## src/rtl/smute_pkg.sv

```systemverilog
package smute_pkg;

  typedef enum logic [2:0] {
    ST_RST,
    ST_INIT,
    ST_MUTE,
    ST_UNMUTE,
    ST_VOLUP,
    ST_NORM,
    ST_DOWN,
    ST_INST
  } seq_st_t;

  typedef enum logic [1:0] {
    VC_HOLD,
    VC_FULL,
    VC_LOUDER,
    VC_SOFTER
  } vol_cmd_t;

endpackage

```

## src/rtl/smute_timer.sv

```systemverilog
module smute_timer #(
  parameter int CW = 8
) (
  input  logic          clk,
  input  logic          rst_n,
  input  logic          load,
  input  logic [CW-1:0] load_val,
  input  logic          tick,
  output logic          last
);

  logic [CW-1:0] cnt;

  always_ff @(posedge clk or negedge rst_n) begin
    if (!rst_n) begin
      cnt <= '0;
    end else if (load) begin
      cnt <= load_val;
    end else if (tick && (cnt != '0)) begin
      cnt <= cnt - CW'(1);
    end
  end

  assign last = (cnt == CW'(1));

  // the duration loaded is the one that gets counted down
  a_r3_load_taken: assert property (@(posedge clk) disable iff (!rst_n)
    load |=> (cnt == $past(load_val)));

  a_r4_idle_hold: assert property (@(posedge clk) disable iff (!rst_n)
    (!load && !tick) |=> $stable(cnt));

endmodule

```

## src/rtl/smute_vol.sv

```systemverilog
module smute_vol
  import smute_pkg::*;
#(
  parameter int ATT_W = 8
) (
  input  logic           clk,
  input  logic           rst_n,
  input  vol_cmd_t       cmd,
  output logic [ATT_W:0] atten
);

  localparam int AW = ATT_W + 1;
  localparam logic [ATT_W:0] FULL = {1'b1, {ATT_W{1'b0}}};
  localparam logic [ATT_W:0] MAXA = {1'b0, {ATT_W{1'b1}}};

  logic [ATT_W:0] att_nxt;

  always_comb begin
    unique case (cmd)
      VC_FULL:    att_nxt = FULL;
      VC_LOUDER:  att_nxt = (atten == FULL) ? MAXA :
                            ((atten != '0) ? atten - AW'(1) : atten);
      VC_SOFTER:  att_nxt = (atten >= MAXA) ? FULL : atten + AW'(1);
      default:    att_nxt = atten;
    endcase
  end

  always_ff @(posedge clk or negedge rst_n) begin
    if (!rst_n) begin
      atten <= FULL;
    end else if (cmd != VC_HOLD) begin
      atten <= att_nxt;
    end
  end

  // a louder step always lowers attenuation
  a_r5_louder_drops: assert property (@(posedge clk) disable iff (!rst_n)
    (cmd == VC_LOUDER && atten != '0) |=> (atten < $past(atten)));

  // a softer step always raises attenuation
  a_r7_softer_rises: assert property (@(posedge clk) disable iff (!rst_n)
    (cmd == VC_SOFTER && atten != FULL) |=> (atten > $past(atten)));

endmodule

```

## src/rtl/smute_seq.sv

```systemverilog
module smute_seq
  import smute_pkg::*;
#(
  parameter int ATT_W   = 8,
  parameter int FIRST_N = 16368,
  parameter int LATER_N = 2000
) (
  input  logic           clk,
  input  logic           rst_n,
  input  logic           ratio_ok,
  input  logic           bclk_seen,
  input  logic           mute_n,
  input  logic           clocks_idle,
  input  logic           sample_tick,
  output logic           drv_en,
  output logic           drv_ramp,
  output logic [ATT_W:0] atten
);

  localparam int MAXD = (FIRST_N > LATER_N) ? FIRST_N : LATER_N;
  localparam int CW   = $clog2(MAXD + 1);
  localparam logic [ATT_W:0] FULL = {1'b1, {ATT_W{1'b0}}};
  localparam logic [ATT_W:0] MAXA = {1'b0, {ATT_W{1'b1}}};
  localparam logic [ATT_W:0] ONE  = {{ATT_W{1'b0}}, 1'b1};

  seq_st_t       st, st_nxt;
  vol_cmd_t      vcmd;
  logic          first_done, set_first;
  logic          go, inst;
  logic          t_load, t_tick, t_last;
  logic [CW-1:0] t_val;

  assign go     = ratio_ok & bclk_seen & mute_n;
  assign inst   = clocks_idle & ~mute_n;
  assign t_tick = sample_tick & (st == ST_UNMUTE);
  assign t_val  = first_done ? CW'(LATER_N) : CW'(FIRST_N);

  smute_timer #(.CW(CW)) u_timer (
    .clk      (clk),
    .rst_n    (rst_n),
    .load     (t_load),
    .load_val (t_val),
    .tick     (t_tick),
    .last     (t_last)
  );

  smute_vol #(.ATT_W(ATT_W)) u_vol (
    .clk   (clk),
    .rst_n (rst_n),
    .cmd   (vcmd),
    .atten (atten)
  );

  always_comb begin
    st_nxt    = st;
    vcmd      = VC_HOLD;
    t_load    = 1'b0;
    set_first = 1'b0;
    if (st == ST_RST) begin
      st_nxt = ST_INIT;
    end else if (st == ST_INIT) begin
      if (sample_tick) st_nxt = ST_MUTE;
    end else if (inst) begin
      st_nxt = ST_INST;
      vcmd   = VC_FULL;
    end else begin
      unique case (st)
        ST_MUTE: begin
          if (go) begin
            st_nxt = ST_UNMUTE;
            t_load = 1'b1;
          end
        end
        ST_UNMUTE: begin
          if (!go) begin
            st_nxt = ST_DOWN;
          end else if (sample_tick && t_last) begin
            st_nxt    = ST_VOLUP;
            set_first = 1'b1;
          end
        end
        ST_VOLUP: begin
          if (!go) begin
            st_nxt = ST_DOWN;
          end else if (sample_tick) begin
            vcmd = VC_LOUDER;
            if (atten == ONE) st_nxt = ST_NORM;
          end
        end
        ST_NORM: begin
          if (!go) st_nxt = ST_DOWN;
        end
        ST_DOWN: begin
          if (sample_tick) begin
            if (atten >= MAXA) begin
              vcmd   = VC_FULL;
              st_nxt = ST_MUTE;
            end else begin
              vcmd = VC_SOFTER;
            end
          end
        end
        ST_INST: st_nxt = ST_MUTE;
        default: st_nxt = ST_MUTE;
      endcase
    end
  end

  always_ff @(posedge clk or negedge rst_n) begin
    if (!rst_n) begin
      st         <= ST_RST;
      first_done <= 1'b0;
    end else begin
      st <= st_nxt;
      if (set_first) first_done <= 1'b1;
    end
  end

  assign drv_en   = (st == ST_UNMUTE) || (st == ST_VOLUP) ||
                    (st == ST_NORM)   || (st == ST_DOWN);
  assign drv_ramp = (st == ST_UNMUTE);

  // whenever the driver is off the volume is at full mute
  a_r7_off_is_muted: assert property (@(posedge clk) disable iff (!rst_n)
    !drv_en |-> (atten == FULL));

  // no unmute starts from mute without all conditions
  a_r2_gate: assert property (@(posedge clk) disable iff (!rst_n)
    (st == ST_MUTE && !go) |=> !drv_ramp);

  // during the driver ramp the volume stays fully muted
  a_r3_ramp_full: assert property (@(posedge clk) disable iff (!rst_n)
    drv_ramp |-> (atten == FULL));

  // instant mute cuts the driver on the next cycle
  a_r9_instant: assert property (@(posedge clk) disable iff (!rst_n)
    (inst && st != ST_RST && st != ST_INIT) |=> (!drv_en && atten == FULL));

  // attenuation only moves on a sample tick unless instant mute
  a_r11_quiet: assert property (@(posedge clk) disable iff (!rst_n)
    (!sample_tick && !inst) |=> $stable(atten));

endmodule

```

## config.mk

```make
export PLATFORM = sky130hd
export DESIGN_NAME = smute_seq
export DESIGN_NICKNAME = d
export VERILOG_FILES = /design/src/rtl/smute_pkg.sv /design/src/rtl/smute_timer.sv /design/src/rtl/smute_vol.sv /design/src/rtl/smute_seq.sv
export SDC_FILE = /design/constraint.sdc
export NUM_CORES = 1
export LEC_CHECK = 0
export BUFFER_PORTS_ARGS = -buffer_cell sky130_fd_sc_hd__buf_2
export CAP_MARGIN = 40
export CELL_PAD_IN_SITES_DETAIL_PLACEMENT = 1
export CELL_PAD_IN_SITES_GLOBAL_PLACEMENT = 2
export CORE_UTILIZATION = 30
export CTS_CLUSTER_DIAMETER = 150
export CTS_CLUSTER_SIZE = 14
export DETAILED_ROUTE_END_ITERATION = 8
export GPL_TIMING_DRIVEN = 0
export PLACE_DENSITY_LB_ADDON = 0.08
export SLEW_MARGIN = 10
export SYNTH_ARGS = -nofsm -noshare
export SYNTH_HDL_FRONTEND = slang
export SYNTH_SLANG_ARGS = --single-unit
```

## constraint.sdc

```tcl
create_clock -name clk -period 2.5 [get_ports clk]
set_input_delay 0.5 -clock clk [delete_from_list [all_inputs] [get_ports clk]]
set_output_delay 0.5 -clock clk [all_outputs]
set_load 0.005 [all_outputs]
```

# After elaboration in Yosys (flattened, before gate mapping)
# Cells that the tools add are included.
# totals
ff_bits	27
inputBits	7
out_inout_bits	11
# classes
bitwise	5
magnitude_cmp	1
n_eq_ne	21
reduce_logical	13
n_mux	40
add_sub_neg	3
# ops
operator	count
$mux 14	3
$mux 3	13
$mux 9	3
$pmux 9 s3	1
$ne 5x5->1 const B	4
$pmux 3 s5	1
$eq 14x1->1 const B	1
$mux 2	7
$reduce_bool 14->1	1
$sub 14x1->14 const B	1
$mux 1	11
$add 9x1->9 const B	1
$eq 3x3->1 const B	3
$eq 9x1->1 const B	1
$eq 9x9->1 const B	1
$ge 9x8->1 const B	1
$reduce_bool 9->1	1
$sub 9x1->9 const B	1
$reduce_and 8->1	1
$eq 3x2->1 const B	2
$ne 6x2->1 const B	1
$ne 6x6->1 const B	1
$and 1x1->1	4
$eq 2x2->1 const B	2
13 further kinds	17

# Depth between registers and ports, before layout
# depth
depth_word	10
mapped_depth	10
ltp_nobuf	10

# Modules after synthesis
# From an unflattened synthesis, not the netlist that was laid out.
# unflattened
cells_unflattened	275
area_unflattened_um2	2311.0
# modules_own_cells
module	cells_per_inst	n_inst	area_each_um2
smute_timer	113	1	978.4
smute_vol	97	1	828.3
smute_seq	65	1	504.2

# Least setup slack after synthesis
# Ideal clock, no wire load.
# synth_path
kind	reg-to-reg
from	reg u_vol.atten[0]
to	reg u_vol.atten[3]
slack_ns	0.058
period_less_slack_ns	2.442
required_ns	2.376
arrival_ns	2.318
path_stages_with_launch	11
cell_sequence	dfrtp_1 -> ha_1 -> inv_1 -> or2_2 -> nor3_1 -> ha_1 -> nor3b_1 -> o21ai_2 -> a211o_2 -> a22o_1 -> a211o_1
# synth_between
elab_chain_len	10
elab_cells_between_ends	22
cone_classes	add/sub (2); order compare (1); eq/ne (5); mux (10); reduce/logical (4)
# synth_rtl
element	line	source
start, declared	smute_vol.sv:9	output logic [ATT_W:0] atten
start signal, assigned	smute_vol.sv:32	atten <= att_nxt;
$ge 9x8->1	smute_vol.sv:23, smute_seq.sv:95	
$mux 2	smute_seq.sv:95	if (atten >= MAXA) begin
$mux 2	smute_seq.sv:94	if (sample_tick) begin
$pmux 2 s2	smute_seq.sv:67	unique case (st)
$mux 2	smute_seq.sv:63	end else if (inst) begin
$mux 2	smute_seq.sv:61	end else if (st == ST_INIT) begin
$mux 2	smute_seq.sv:59	if (st == ST_RST) begin
$eq 2x2->1 / $eq 2x1->1 (equally long branches)	smute_vol.sv:19	unique case (cmd)
$ne 3x1->1 (no source line) / $reduce_bool 3->1 (equally long branches)	-	
$reduce_and 3->1 (no source line)	-	
# Parallel ways exist; a longest one is shown, timed or not. The select of a mux whose other input is x is not followed.
# A chain may end at the register's enable or synchronous reset.

# Worst setup path in the final report
# layout_path
from	reg u_vol.atten[1]
to	reg u_vol.atten[7]
# Same word-level chain as after synthesis.

==> metrics list <==
- Launching point of the worst reg2reg path: u_vol.atten[1]$_DFFE_PN0P_
- Arrival time reported for the critical path endpoint: 2.67 ns
- Achievable frequency: 405 MHz
- In the final layout, the share of cells above drive strength 1 is 0.277.
* Std-Cell Core Area: 6420 sq um
* Global-route wire length before repair: 10,100 microns
- Count of input and output buffers: 16
* Final Critical Period: 2.47 ns
- Worst flop-to-flop path endpoint: u_vol.atten[7]$_DFFE_PN0P_
- Setup violations remaining at the end of the flow were counted as 0.
* Number of sinks on the clock net: 27
- The via count of the first global-routing pass is 1,906.
- TritonCTS built the clock tree.
- Cell internal power was estimated by the tool at 1.22 mW.
* FF/Latch Area: 679 sq um
- Number of fillers in the final layout: 793
- At the worst endpoint, the required time is 2.70 ns.
* Relative slew margins: 0.547
* Layout net count: 281
* Portion of synthesized cell area occupied by the leading cell type: 0.321
- Part of the power in combinational logic: 0.511
* Diodes inserted: 0
- Post-synth EDFFs: 0
* Critical path class: reg2reg
- Number of ports placed on the die boundary: 18
- DP HPWL: 4290 microns
- The final-report max-slew violation count came to 0.
- Sorting the synthesized cells by area gives the leading types as sky130_fd_sc_hd__dfrtp_1 (32%), sky130_fd_sc_hd__nor2_1 (4.8%), sky130_fd_sc_hd__xnor2_1 (4.8%), sky130_fd_sc_hd__ha_1 (3.7%), sky130_fd_sc_hd__nand2_1 (3.5%).
- Net load switching power: 0.924 mW
* Critical Path End Type: flop
- Cell type contributing the most total cell area after synthesis: sky130_fd_sc_hd__dfrtp_1
- Across the VDD grid, the largest voltage drop is 0.305 mV.
- The checks that failed: DRC.
* Largest net degree at the start of global routing: 28
- Of the total power, the share spent switching nets is 0.430.
- Post-DR vias/cell: 5.63
* Netlist cell types: 64
- TritonCTS buffer count: 3
* Top cells by count, synth: sky130_fd_sc_hd__dfrtp_1 (26), sky130_fd_sc_hd__nor2_1 (26), sky130_fd_sc_hd__nand2_1 (19)
- Fraction of the yosys area taken by sequential cells: 0.334
- After detailed routing, the number of remaining DRC violations is 2.
- Before antenna repair, the detailed router went through 6 iterations.
* Combined area of the multi-input logic cells: 1360 sq um
- Worst hold margin: 0.254 ns
* P_leak: 0.974 nW
- Power density over the cells: 869 nW/um^2
- Setup slack, reg-to-reg: 0.03 ns
- Gpl congestion: 0.736
- Antenna-violating nets left: 0
- Number of standard cells in the layout, taps in and fillers out: 344
- Routed WL per cell: 17.8 microns
- Layout area overhead: 22.0%
- Hold_buf cts: 0
- R2r worst-path depth: 8
* Number of cells in the design after placement: 329
* Total congestion overflow: 0
- Measured along the y axis, the die boundary spans 84.2 microns.
- At the pin with the least slew margin, the transition time is 0.679 ns.
* Average cell area after synthesis: 8.59 sq um
- The share of total power dissipated in the clock network is 0.119.
- Initial antenna violation count: 0
- Number of standard cells after synthesis: 236
- Post-synth top flop: sky130_fd_sc_hd__dfrtp_1
* Min-delay worst type: in2async
- No sink is reached through more buffers than the 2 on the longest clock path.
- The worst setup path is launched from a flop.
* Synth Net Count: 249
- Critical path peak fanout: 5
- Horizontal die dimension: 84.2 microns
- The final route contains 1,936 vias.
- Yosys synthesis warning count: 0
- Total Die Area: 7090 sq um
- Number of hold violations in the final report: 0
- Violation count after the first detailed-routing iteration: 73
- Crit path capture: u_vol.atten[7]$_DFFE_PN0P_
- Critical path launch point: u_vol.atten[1]$_DFFE_PN0P_
- Aggregate routed wire length: 6110 microns
- Unrepaired setup endpoints after global routing: true
- Number of standard-cell rows in the floorplan: 29
- CTS placed an instance of sky130_fd_sc_hd__clkbuf_8 at the clock tree root.
- For this configuration, the core starts out at a cell density of 0.316.
- Result of the run: finished with violations
- Clock-pin slew was measured on the worst setup and hold paths at 0.10 ns.
* Share of flip-flops with an asynchronous set or reset: 1.00
- Across the run, the number of max-cap violations was 0.
* Number of levels in the clock H-tree: 1
- Insertion delay of the later-clocked pin in the worst-skew pair: 0.27 ns
* Sequential cell fraction of total power: 0.369
* Post-route clock period utilization: 0.987
* GRT Total Usage: 0.179
* Max Clock Skew: 0.00443 ns
* Total of flip-flops plus latches after synthesis: 27
- The synthesized netlist occupies a cell area of 2030 sq um.
[layout make-up]
cell class,instances,share of cell area
multi-input cells,186,0.549
plain buffers,10,0.0304
flip-flops and latches,27,0.275
clock buffers,4,0.0182
well taps,77,0.0390
inverters,12,0.0202
repair buffers,28,0.0688
[state kept, by name, summed over array words and instances (netlist names)]
| name | count |
|---|---|
| u_timer.cnt | 14 |
| u_vol.atten | 9 |
| st | 3 |
| first_done | 1 |
[routing by layer]
metal / track usage / vias to the layer above / routed length (microns)
met2: 0.285 / 31 / 2770
met5: 0 / - / 0
li1: - / 936 / -
met1: 0.256 / 965 / 3110
met3: 0.0246 / 4 / 187
met4: 0.0455 / 0 / 44
[placed cells by master (no fill, tap or decap), drive strengths merged, types with 2 or more instances in the layout]
| master | Yosys | layout |
|---|---|---|
| a2111oi | 4 | 4 |
| a211o | 2 | 2 |
| a211oi | 6 | 6 |
| a21oi | 13 | 13 |
| a22o | 3 | 3 |
| a22oi | 4 | 4 |
| a31oi | 4 | 4 |
| and3 | 5 | 5 |
| and4 | 2 | 2 |
| buf | 5 | 33 |
| clkbuf | 6 | 9 |
| dfrtp | 26 | 26 |
| ha | 6 | 6 |
| inv | 12 | 12 |
| mux2i | 2 | 2 |
| nand2 | 21 | 21 |
| nand3 | 9 | 9 |
| nand3b | 2 | 2 |
| nand4 | 2 | 2 |
| nand4b | 2 | 2 |
| nor2 | 26 | 26 |
| nor2b | 2 | 2 |
| nor3 | 9 | 9 |
| nor3b | 2 | 2 |
| nor4 | 2 | 2 |
| o211ai | 3 | 3 |
| o21ai | 8 | 8 |
| o221ai | 2 | 2 |
| o22ai | 3 | 3 |
| o32ai | 2 | 2 |
| or2 | 4 | 4 |
| or3 | 4 | 4 |
| or4 | 2 | 2 |
| or4b | 2 | 2 |
| xnor2 | 11 | 11 |
| xor2 | 2 | 2 |
[logic make-up (layout without fill, tap and decap cells)]
family,count (synthesis),after routing,share of synthesized area
xor gates and xnor gates,13,13,0.0562
DFF,27,27,0.334
AOI/OAI and AO/OA,62,62,0.222
buffers and inverters,23,54,0.0580
and+or+nand+nor,103,103,0.283
adders and majority gates,6,6,0.0370
muxes,2,2,0.00988
[power by group through the flow]
stage               combinational [mW]  sequential, mW  clock [mW]
floorplan                        0.675           0.741           0
global placement                 0.899           0.797           0
detailed placement               0.899           0.803           0
CTS                               1.01           0.778       0.276
global route                      1.22           0.817       0.293
finish                            1.10           0.793       0.256
[critical path: stages (launching register included)]
cell and delay (ns):
sky130_fd_sc_hd__dfrtp_2 0.48, sky130_fd_sc_hd__inv_4 0.09, sky130_fd_sc_hd__ha_4 0.15, sky130_fd_sc_hd__or4b_4 0.46
sky130_fd_sc_hd__buf_6 0.15, sky130_fd_sc_hd__or4b_4 0.60, sky130_fd_sc_hd__a31oi_4 0.22, sky130_fd_sc_hd__o22ai_2 0.08
sky130_fd_sc_hd__a22oi_1 0.17
[worst min-delay path by stage]
stage / startpoint / endpoint / slack [ns] / depth (start not counted)
after floorplan: rst_n / first_done$_DFFE_PN0P_ / 0.20 / 0
after detailed placement: first_done$_DFFE_PN0P_ / first_done$_DFFE_PN0P_ / 0.46 / 1
final: rst_n / u_timer.cnt[7]$_DFFE_PN0P_ / 0.25 / 1
after global routing: rst_n / u_timer.cnt[1]$_DFFE_PN0P_ / 0.30 / 1
after global placement: first_done$_DFFE_PN0P_ / first_done$_DFFE_PN0P_ / 0.45 / 1
after CTS: rst_n / u_timer.cnt[1]$_DFFE_PN0P_ / 0.28 / 1
[timing repair]
action,4_1_cts,5_1_grt
gates resized for setup,11,19
setup endpoints to repair,11,8
pin swaps,3,8
buffers inserted,8,4
[stage by stage]
stage	TNS (ns)	worst slack (ns)	utilization	area (sq um)	total power, mW
after floorplan	0	0.0582	-	2030	1.42
after global placement	-2.31	-0.422	0.343	2200	1.70
after detailed placement	-1.96	-0.368	0.343	2200	1.70
after CTS	0	0.00364	0.368	2360	2.06
after global routing	-0.0867	-0.0404	0.385	2470	2.33
final	0	0.0316	0.385	2470	2.15
No activity file was read; power rests on OpenSTA's default activity.
